--- config.mk ---
export PLATFORM = sky130hd
export DESIGN_NAME = reload_counter
export DESIGN_NICKNAME = d
export VERILOG_FILES = /design/src/rtl/reload_counter.sv
export SDC_FILE = /design/constraint.sdc
export NUM_CORES = 1
export LEC_CHECK = 0
export BUFFER_PORTS_ARGS = -buffer_cell sky130_fd_sc_hd__buf_2
export CORE_AREA = 2 2 39 41
export CTS_BUF_LIST = sky130_fd_sc_hd__clkbuf_4
export CTS_CLUSTER_DIAMETER = 120
export CTS_CLUSTER_SIZE = 28
export DETAILED_ROUTE_END_ITERATION = 12
export DIE_AREA = 0 0 41 43
export PLACE_DENSITY = 0.43
export SETUP_SLACK_MARGIN = 0.5
export SYNTH_ARGS = -nofsm -noshare
export SYNTH_HDL_FRONTEND = slang
export SYNTH_SLANG_ARGS = --single-unit
--- constraint.sdc ---
create_clock -name clk -period 3.8 [get_ports clk]
set_input_delay 0.38 -clock clk [delete_from_list [all_inputs] [get_ports clk]]
set_output_delay 0.38 -clock clk [all_outputs]
set_load 0.05 [all_outputs]
--- src/rtl/reload_counter.sv ---
module reload_counter #(
  parameter int          W           = 4,
  parameter logic [W-1:0] RELOAD_VAL = 4'b1100,
  parameter logic [7:0]  SEL_PATTERN = 8'b0011_1010
) (
  input  logic         clk,
  input  logic         rst_n,
  input  logic         cnt_en,
  input  logic         carry_en,
  input  logic         preset_en,
  input  logic [W-1:0] preset_val,
  output logic [W-1:0] q,
  output logic         carry,
  output logic         y
);
  localparam logic [W-1:0] ALL_ONES = '1;

  logic clr_n, ld_n;
  logic [W-1:0] nxt;

  assign clr_n = ~(~q[3] & q[1]);
  assign ld_n  = ~(q[2] & q[1]);

  always_comb begin
    if (preset_en)             nxt = preset_val;
    else if (!clr_n)           nxt = '0;
    else if (!ld_n)            nxt = RELOAD_VAL;
    else if (cnt_en && carry_en) nxt = q + 1'b1;
    else                       nxt = q;
  end

  always_ff @(posedge clk or negedge rst_n)
    if (!rst_n) q <= '0;
    else        q <= nxt;

  assign carry = (q == ALL_ONES) & carry_en;
  assign y     = SEL_PATTERN[q[2:0]];
endmodule


# Yosys cells after proc, flatten, opt, wreduce, memory -nomap -nowiden
# Memory sizes are Yosys's and may differ from the RTL's.
# Index checks and enable logic that the tools add are counted.
[classes]
n_addsub = 1
n_mux = 5
n_reduce_logical = 2
magnitude_cmp = 1
n_bitwise = 4
n_eq_ne = 1
[ops]
columns = ["operator", "count"]
rows = [
  ["4-bit two-way mux", 4],
  ["4-bit by 1-bit adder with 4-bit output (second input constant)", 1],
  ["4-bit equality test (second input constant)", 1],
  ["3-bit by 4-bit < comparator with 1-bit output (second input constant)", 1],
  ["4-bit nonzero test", 1],
  ["1-bit bitwise AND", 3],
  ["1-bit logical AND", 1],
  ["1-bit two-way mux", 1],
  ["1-bit NOT", 1],
]
[word_totals]
register_bits = 4
word_cells = 16
romBits = 8
mem_count = 1
[mem_list]
columns = ["memory", "depth", "word_bits", "rd", "rd_clocked_by_memory_dff", "write_ports", "line", "source"]
rows = [
  ["(no name shown)", 8, 1, 1, 0, 0, "37", "assign y = SEL_PATTERN[q[2:0]];"],
]

# Depth between registers and ports, before layout
# Gate-level depths: netlist of run 1.
[depth]
ltp_word = 5
depth_mapped = 4

# Worst setup path after synthesis of run 1
# No wires, ideal clock.
[synth_timing]
path_type = "flip-flop to output port"
startpoint = "register q[2]"
endpoint = "output y"
t_required_ns = 3.420
path_slack_ns = 1.808
arrival_time_ns = 1.612
stages_incl_launch_ff = 2
path_cell_list = "dfrtp_1 > mux2i_1"
[synth_between]
elab_chain_cells = 2
[synth_rtl]
columns = ["element", "line", "source"]
rows = [
  ["start: declaration", "12", "output logic [W-1:0] q,"],
  ["start signal: assignment", "34", "else q <= nxt;"],
  ["memory read 8 x 1 bit", "-", ""],
  ["1-bit two-way mux (not written as such)", "37", ""],
  ["end: declaration", "14", "output logic y"],
]
# No other way between the ends. The select of a mux whose other input is x is not followed.

# Worst setup path after layout of run 1
[layout_timing]
startpoint = "register q[1]"
endpoint = "output carry"
[layout_between]
elab_chain_cells = 2
[layout_rtl]
columns = ["element", "line", "source"]
rows = [
  ["4-bit equality test", "36", "assign carry = (q == ALL_ONES) & carry_en;"],
  ["1-bit bitwise AND", "36", ""],
  ["end: declaration", "13", "output logic carry,"],
]
# No other way between the ends.

==> metrics, run 1 <==
cell-internal power 0.113 mW; switch share 40.9%; DR vias 259; Placed Instances 55; clk root buf clkbuf_4; CP endpoint kind primary output; Synth Register Bits 4; clock-pin slew on the worst setup and hold paths 0.04 ns; max incr delay on CP 0.45 ns; GR Util All Layers 8.48%; Syn Area/Cell 10.6 um^2; Rows 14; CP Cell Sequence ha_1 -> and4_2 -> buf_2; Synth Instances 26; max reg flops 4; post-route minimum period 1.75 ns; fin crit share 46.0%; nature of the critical path startpoint register; Synth Warn # 0; largest net degree at the start of global routing 10; die height 43 um; Top reg by flops q; vias in the first global route 250; CP max FO 9; Area Overhead vs Synth 43.0%; post-CTS setup buffer count 0; Final ANT Viol Nets 0; slowest CP cell dfrtp_1; DIE WIDTH 41 um; maximum vdd drop 0.000157 V; FMAX 0.572 GHz; Routability Congestion 0.652; worst reg-to-reg setup slack 2.37 ns; Reg power frac 31.4%; max cap viols 0; total CTS buffers 3; Congestion Overflow GR 0; drt wl/cell 10.3 um; top flop regs q: 4 flops; post-synth top area share 36.2%; Register-to-Register Path Depth 4; sequential area share after synthesis 36.2%; first-pass GRT wire length 1.00 mm; initial antenna violation count 0; CTS tree yes; final slew viol count 0; Top Ports 15; DRC 0; Pre-Repair DR Iteration Count 1; static leakage 0.204 nW; Post-Layout Cell Count 59; RSZ-0062 raised after global routing false; Clk pwr share 26.4%; final WL 608 um; hold path endpoint q[3]; cell taking the most area after synthesis dfrtp_1; post-DR vias/cell 4.39; TritonCTS sink count 4; CP Data Required Time 3.42 ns; Clock Latency Late Sink 0.23 ns; Psw 0.0786 mW; status complete, no violations; core area 1380 um^2; n_diodes 0; most frequent cells in the layout 14 x buf_2, 4 x dfrtp_1, 3 x clkbuf_4, 2 x mux2_2, 2 x nand2_1; htree depth 1; Initial Util 20.0%; Post-Syn Area 277 um^2; P per Cell Area 486 nW/um^2; Gate power share 42.2%; Final Setup Violations 0; ranking of synthesized cells by area dfrtp_1 36%, mux2_2 8.1%, nand2b_4 5.0%; Port Buffer Count 14; critical path class register to primary output; maximum root-to-sink buffer count 2; final hold violations 0; most common cell after layout, fill and taps aside buf_2; Setup Slack @ Placement 2.28 ns; Detailed Route Iter0 Violations 0; Final WS setup 2.05 ns; HP Class input pin to register; Distinct cells, synth 21; Die ar. 1760 um^2; RR Startpoint q[1]; skew final 0.00350 ns; share of cells above drive strength 1 51.2%; Hold Crit Depth 2; HP Start preset_val[3]; Syn Nets 36; RR Endpoint q[2]; relative slew slack 82.1%; Layout Nets 55; setup TNS 0 ns; worst-margin pin slew 0.265 ns; crit path DAT 1.37 ns
## timing repair
item | in CTS | in global routing
setup endpoints to repair | 0 | 0
hold endpoints to repair | 4 | 0
gates resized for setup | 0 | 0
hold buffers | 1 | 0
## area by class of cell
class	count	area, um^2
inverter	1	3.75
fill	152	988
sequential	4	100
clock buffer	3	22.5
multi-input combinational	20	169
timing repair buffer	15	80.1
tap	16	20.0
## per-layer routing
layer	global-route usage, %	vias to the layer above	wire length (um)
met5	0	-	0
met4	4.00	0	0
met3	3.14	0	38
li1	-	133	-
met1	9.84	120	219
met2	13.1	6	350
## critical path: cells and delay by family, from the launching register on
family	cells	cell delay (ns)
and+or+nand+nor	1	0.21
adders and majority gates	1	0.22
DFF	1	0.45
buffers and inverters	1	0.25
## synth_stat cells
cell and count:
clkbuf_1 1, ha_1 1, a221o_1 1, mux2i_1 1, o41ai_1 1, nor2b_1 1
dfrtp_1 4, nor2_1 1, inv_1 1, mux2_2 2, a22o_1 1, and3_1 1
a211oi_1 1, mux2_1 1, and4_2 1, a21oi_1 1, and3b_1 1, nand2_1 2
o22a_2 1, and2_1 1, nand2b_4 1
## worst max-delay path by stage
| stage | to | slack (ns) | from | cells past startpoint |
|---|---|---|---|---|
| CTS | carry | 2.02 | q[1] | 3 |
| global route | carry | 1.96 | q[1] | 3 |
| global placement | carry | 2.33 | q[1] | 3 |
| detailed placement | carry | 2.28 | q[1] | 3 |
| finish | carry | 2.05 | q[1] | 3 |
| floorplan | y | 1.81 | q[2] | 1 |
## power groups by stage
stage                     Sequential [mW]  Clock, mW  Combinational (mW)
final                              0.0603     0.0508              0.0810
after global routing               0.0623     0.0558              0.0872
after CTS                          0.0608     0.0547              0.0822
after detailed placement           0.0614          0              0.0812
after global placement             0.0604          0              0.0807
after floorplan                    0.0824          0              0.0380
## logic make-up (layout without fill, tap and decap cells)
kind of cell | after synthesis | count (layout) | share of synthesized area (%)
AOI/OAI and AO/OA | 6 | 6 | 18.1
buffers and inverters | 2 | 19 | 2.71
muxes | 4 | 4 | 15.8
and+or+nand+nor | 9 | 9 | 22.6
DFF | 4 | 4 | 36.2
adders and majority gates | 1 | 1 | 4.52
## per-stage QoR
stage	hold slack (ns)	utilization, %	power (mW)	cell area, um^2
2_1_floorplan	0.0844	-	0.120	277
3_3_place_gp	0.187	26.2	0.141	363
3_5_place_dp	0.188	26.2	0.143	363
4_1_cts	0.372	28.6	0.198	395
5_1_grt	0.387	28.6	0.205	395
6_report	0.383	28.6	0.192	395
Power figures use the tool's default switching activity.
==> run 2, diff against run 1 <==
clock period = 1.63 ns   (was 3.8 ns; I/O delays follow)
==> metrics, run 2 (synthesis results as in run 1) <==
status complete, no violations (unchanged); RSZ-0062 raised after global routing true (was false); clk root buf clkbuf_4 (unchanged); Final WS setup 0.242 ns (was 2.05 ns); final hold violations 0 (unchanged); Finished Cell Area 515 um^2 (was 395 um^2); static leakage 0.249 nW (was 0.204 nW); first-pass GRT wire length 1.31 mm (was 1.00 mm); worst setup path startpoint q[1] (unchanged); Top Ports 15 (unchanged); Reg area 108 um^2 (was 100 um^2); vias in the first global route 326 (was 250); DR vias 295 (was 259); maximum root-to-sink buffer count 2 (unchanged); post-DR vias/cell 4.61 (was 4.39); crit path DAT 1.23 ns (was 1.37 ns); Area Overhead vs Synth 86.4% (was 43.0%); Layout Nets 60 (was 55); Reg power frac 26.4% (was 31.4%); GR Util All Layers 11.8% (was 8.48%); clock-pin slew on the worst setup and hold paths 0.04 ns (about the same); max incr delay on CP 0.51 ns (was 0.45 ns); total CTS buffers 3 (unchanged); nature of the critical path startpoint register (unchanged); HP Start preset_val[3] (unchanged); worst-margin pin slew 0.270 ns (was 0.265 ns); Initial Util 20.0% (unchanged); HP Class input pin to register (unchanged); top flop regs q: 4 flops (unchanged); fin crit share 85.2%; CP max FO 6 (was 9); n_diodes 0 (unchanged); core area 1380 um^2 (unchanged); DIE WIDTH 41 um (unchanged); htree depth 1 (unchanged); CP Cell Sequence ha_4 -> and4_4 -> buf_8 (was ha_1 -> and4_2 -> buf_2); CP Data Required Time 1.47 ns (was 3.42 ns); P per Cell Area 1110 nW/um^2 (was 486 nW/um^2); Rows 14 (unchanged); Psw 0.216 mW (was 0.0786 mW); initial antenna violation count 0 (unchanged); switch share 38.0% (was 40.9%); Clock Latency Late Sink 0.23 ns (about the same); max reg flops 4 (unchanged); Pre-Repair DR Iteration Count 1 (unchanged); dpl hpwl 600 um; Congestion Overflow GR 0 (unchanged); skew final 0.00721 ns (was 0.00350 ns); Detailed Route Iter0 Violations 0 (unchanged); most common cell after layout, fill and taps aside buf_2 (unchanged); max cap viols 0 (unchanged); FMAX 0.720 GHz; setup TNS 0 ns (unchanged); most frequent cells in the layout 11 x buf_2, 3 x clkbuf_4, 3 x dfrtp_2, 3 x buf_4 (was 14 x buf_2, 4 x dfrtp_1, 3 x clkbuf_4, 2 x mux2_2, 2 x nand2_1); post-route minimum period 1.39 ns; Routability Congestion 0.640 (was 0.652); relative slew slack 81.8% (was 82.1%); Setup Slack @ Placement 0.166 ns (was 2.28 ns); share of cells above drive strength 1 72.9% (was 51.2%); drt wl/cell 13.2 um (was 10.3 um); die height 43 um (unchanged); CTS tree yes (unchanged); Fillers 147 (was 152); multi-input logic area 201 um^2 (was 169 um^2); maximum vdd drop 0.000351 V (was 0.000157 V); final slew viol count 0 (unchanged); Die ar. 1760 um^2 (unchanged); Power, Total 0.570 mW (was 0.192 mW); DRC 0 (unchanged); largest net degree at the start of global routing 9 (was 10); TritonCTS sink count 4 (unchanged); RR Startpoint q[2] (was q[1]); Port Buffer Count 14 (unchanged); Area after DPL 390 um^2 (was 363 um^2); slowest CP cell dfrtp_4 (was dfrtp_1); Top reg by flops q (unchanged); Clk pwr share 21.2% (was 26.4%); critical path class register to primary output (unchanged); Final Setup Violations 0 (unchanged); CP endpoint kind primary output (unchanged); cell-internal power 0.354 mW (was 0.113 mW); Final ANT Viol Nets 0 (unchanged); final WL 843 um (was 608 um); Gate power share 52.5% (was 42.2%)
run 2: cell count changes in the layout (fill, tap and decap cells not counted), sizes merged:
cell  delta
buf      +5
run 2: layer usage:
layer / vias up / part of all wire (%) / global-route usage (%)
met2: 10 / 58 / 22.2
met5: - / 0 / 0
met4: 0 / 0 / 8.00
li1: 145 / - / -
met3: 0 / 8.3 / 3.14
met1: 140 / 34 / 9.03
run 2: final timing paths:
kind	to	slack [ns]	cells past startpoint
worst max-delay path	carry	0.24	3
worst max register to register	q[2]	0.25	3
max in group asynchronous	q[2]	1.23	2
worst min-delay path	q[3]	0.17	2
worst min register to register	q[0]	0.59	1
min in group asynchronous	q[1]	0.26	2
run 2: metrics by stage:
stage          hold slack (ns)  std cells  utilization (%)
6_report                 0.170         64             37.3
5_1_grt                  0.169         64             37.3
4_1_cts                  0.162         64             36.3
3_5_place_dp           -0.0232         55             28.2
3_3_place_gp           -0.0288         55             28.2
2_1_floorplan           -0.133         26                -
run 2: final cells by class:
type                            count  share of cell area, %
Tap cell                           16                   3.88
Multi-Input combinational cell     20                   39.1
Timing Repair Buffer               20                   31.1
Sequential cell                     4                   20.9
Inverter                            1                  0.728
Clock buffer                        3                   4.37
run 2: power by group through the flow:
stage	logic, mW	registers (mW)	clock network, mW
floorplan	0.0989	0.202	0
global placement	0.198	0.151	0
detailed placement	0.202	0.153	0
CTS	0.282	0.149	0.129
global route	0.317	0.153	0.131
finish	0.299	0.150	0.121
run 2: repair_timing:
action / 4_1_cts / 5_1_grt
hold buffers: 1 / 0
hold endpoints to repair: 4 / 0
pin swaps: 2 / 2
setup endpoints to repair: 6 / 7
buffers inserted: 5 / 0
resized for setup: 8 / 5
run 2: critical path: cells and delay by family (launching register included):
| family | cells | cell delay [ns] |
|---|---|---|
| buf+inv | 1 | 0.14 |
| fa+ha+maj | 1 | 0.18 |
| flops | 1 | 0.51 |
| simple gates | 1 | 0.16 |
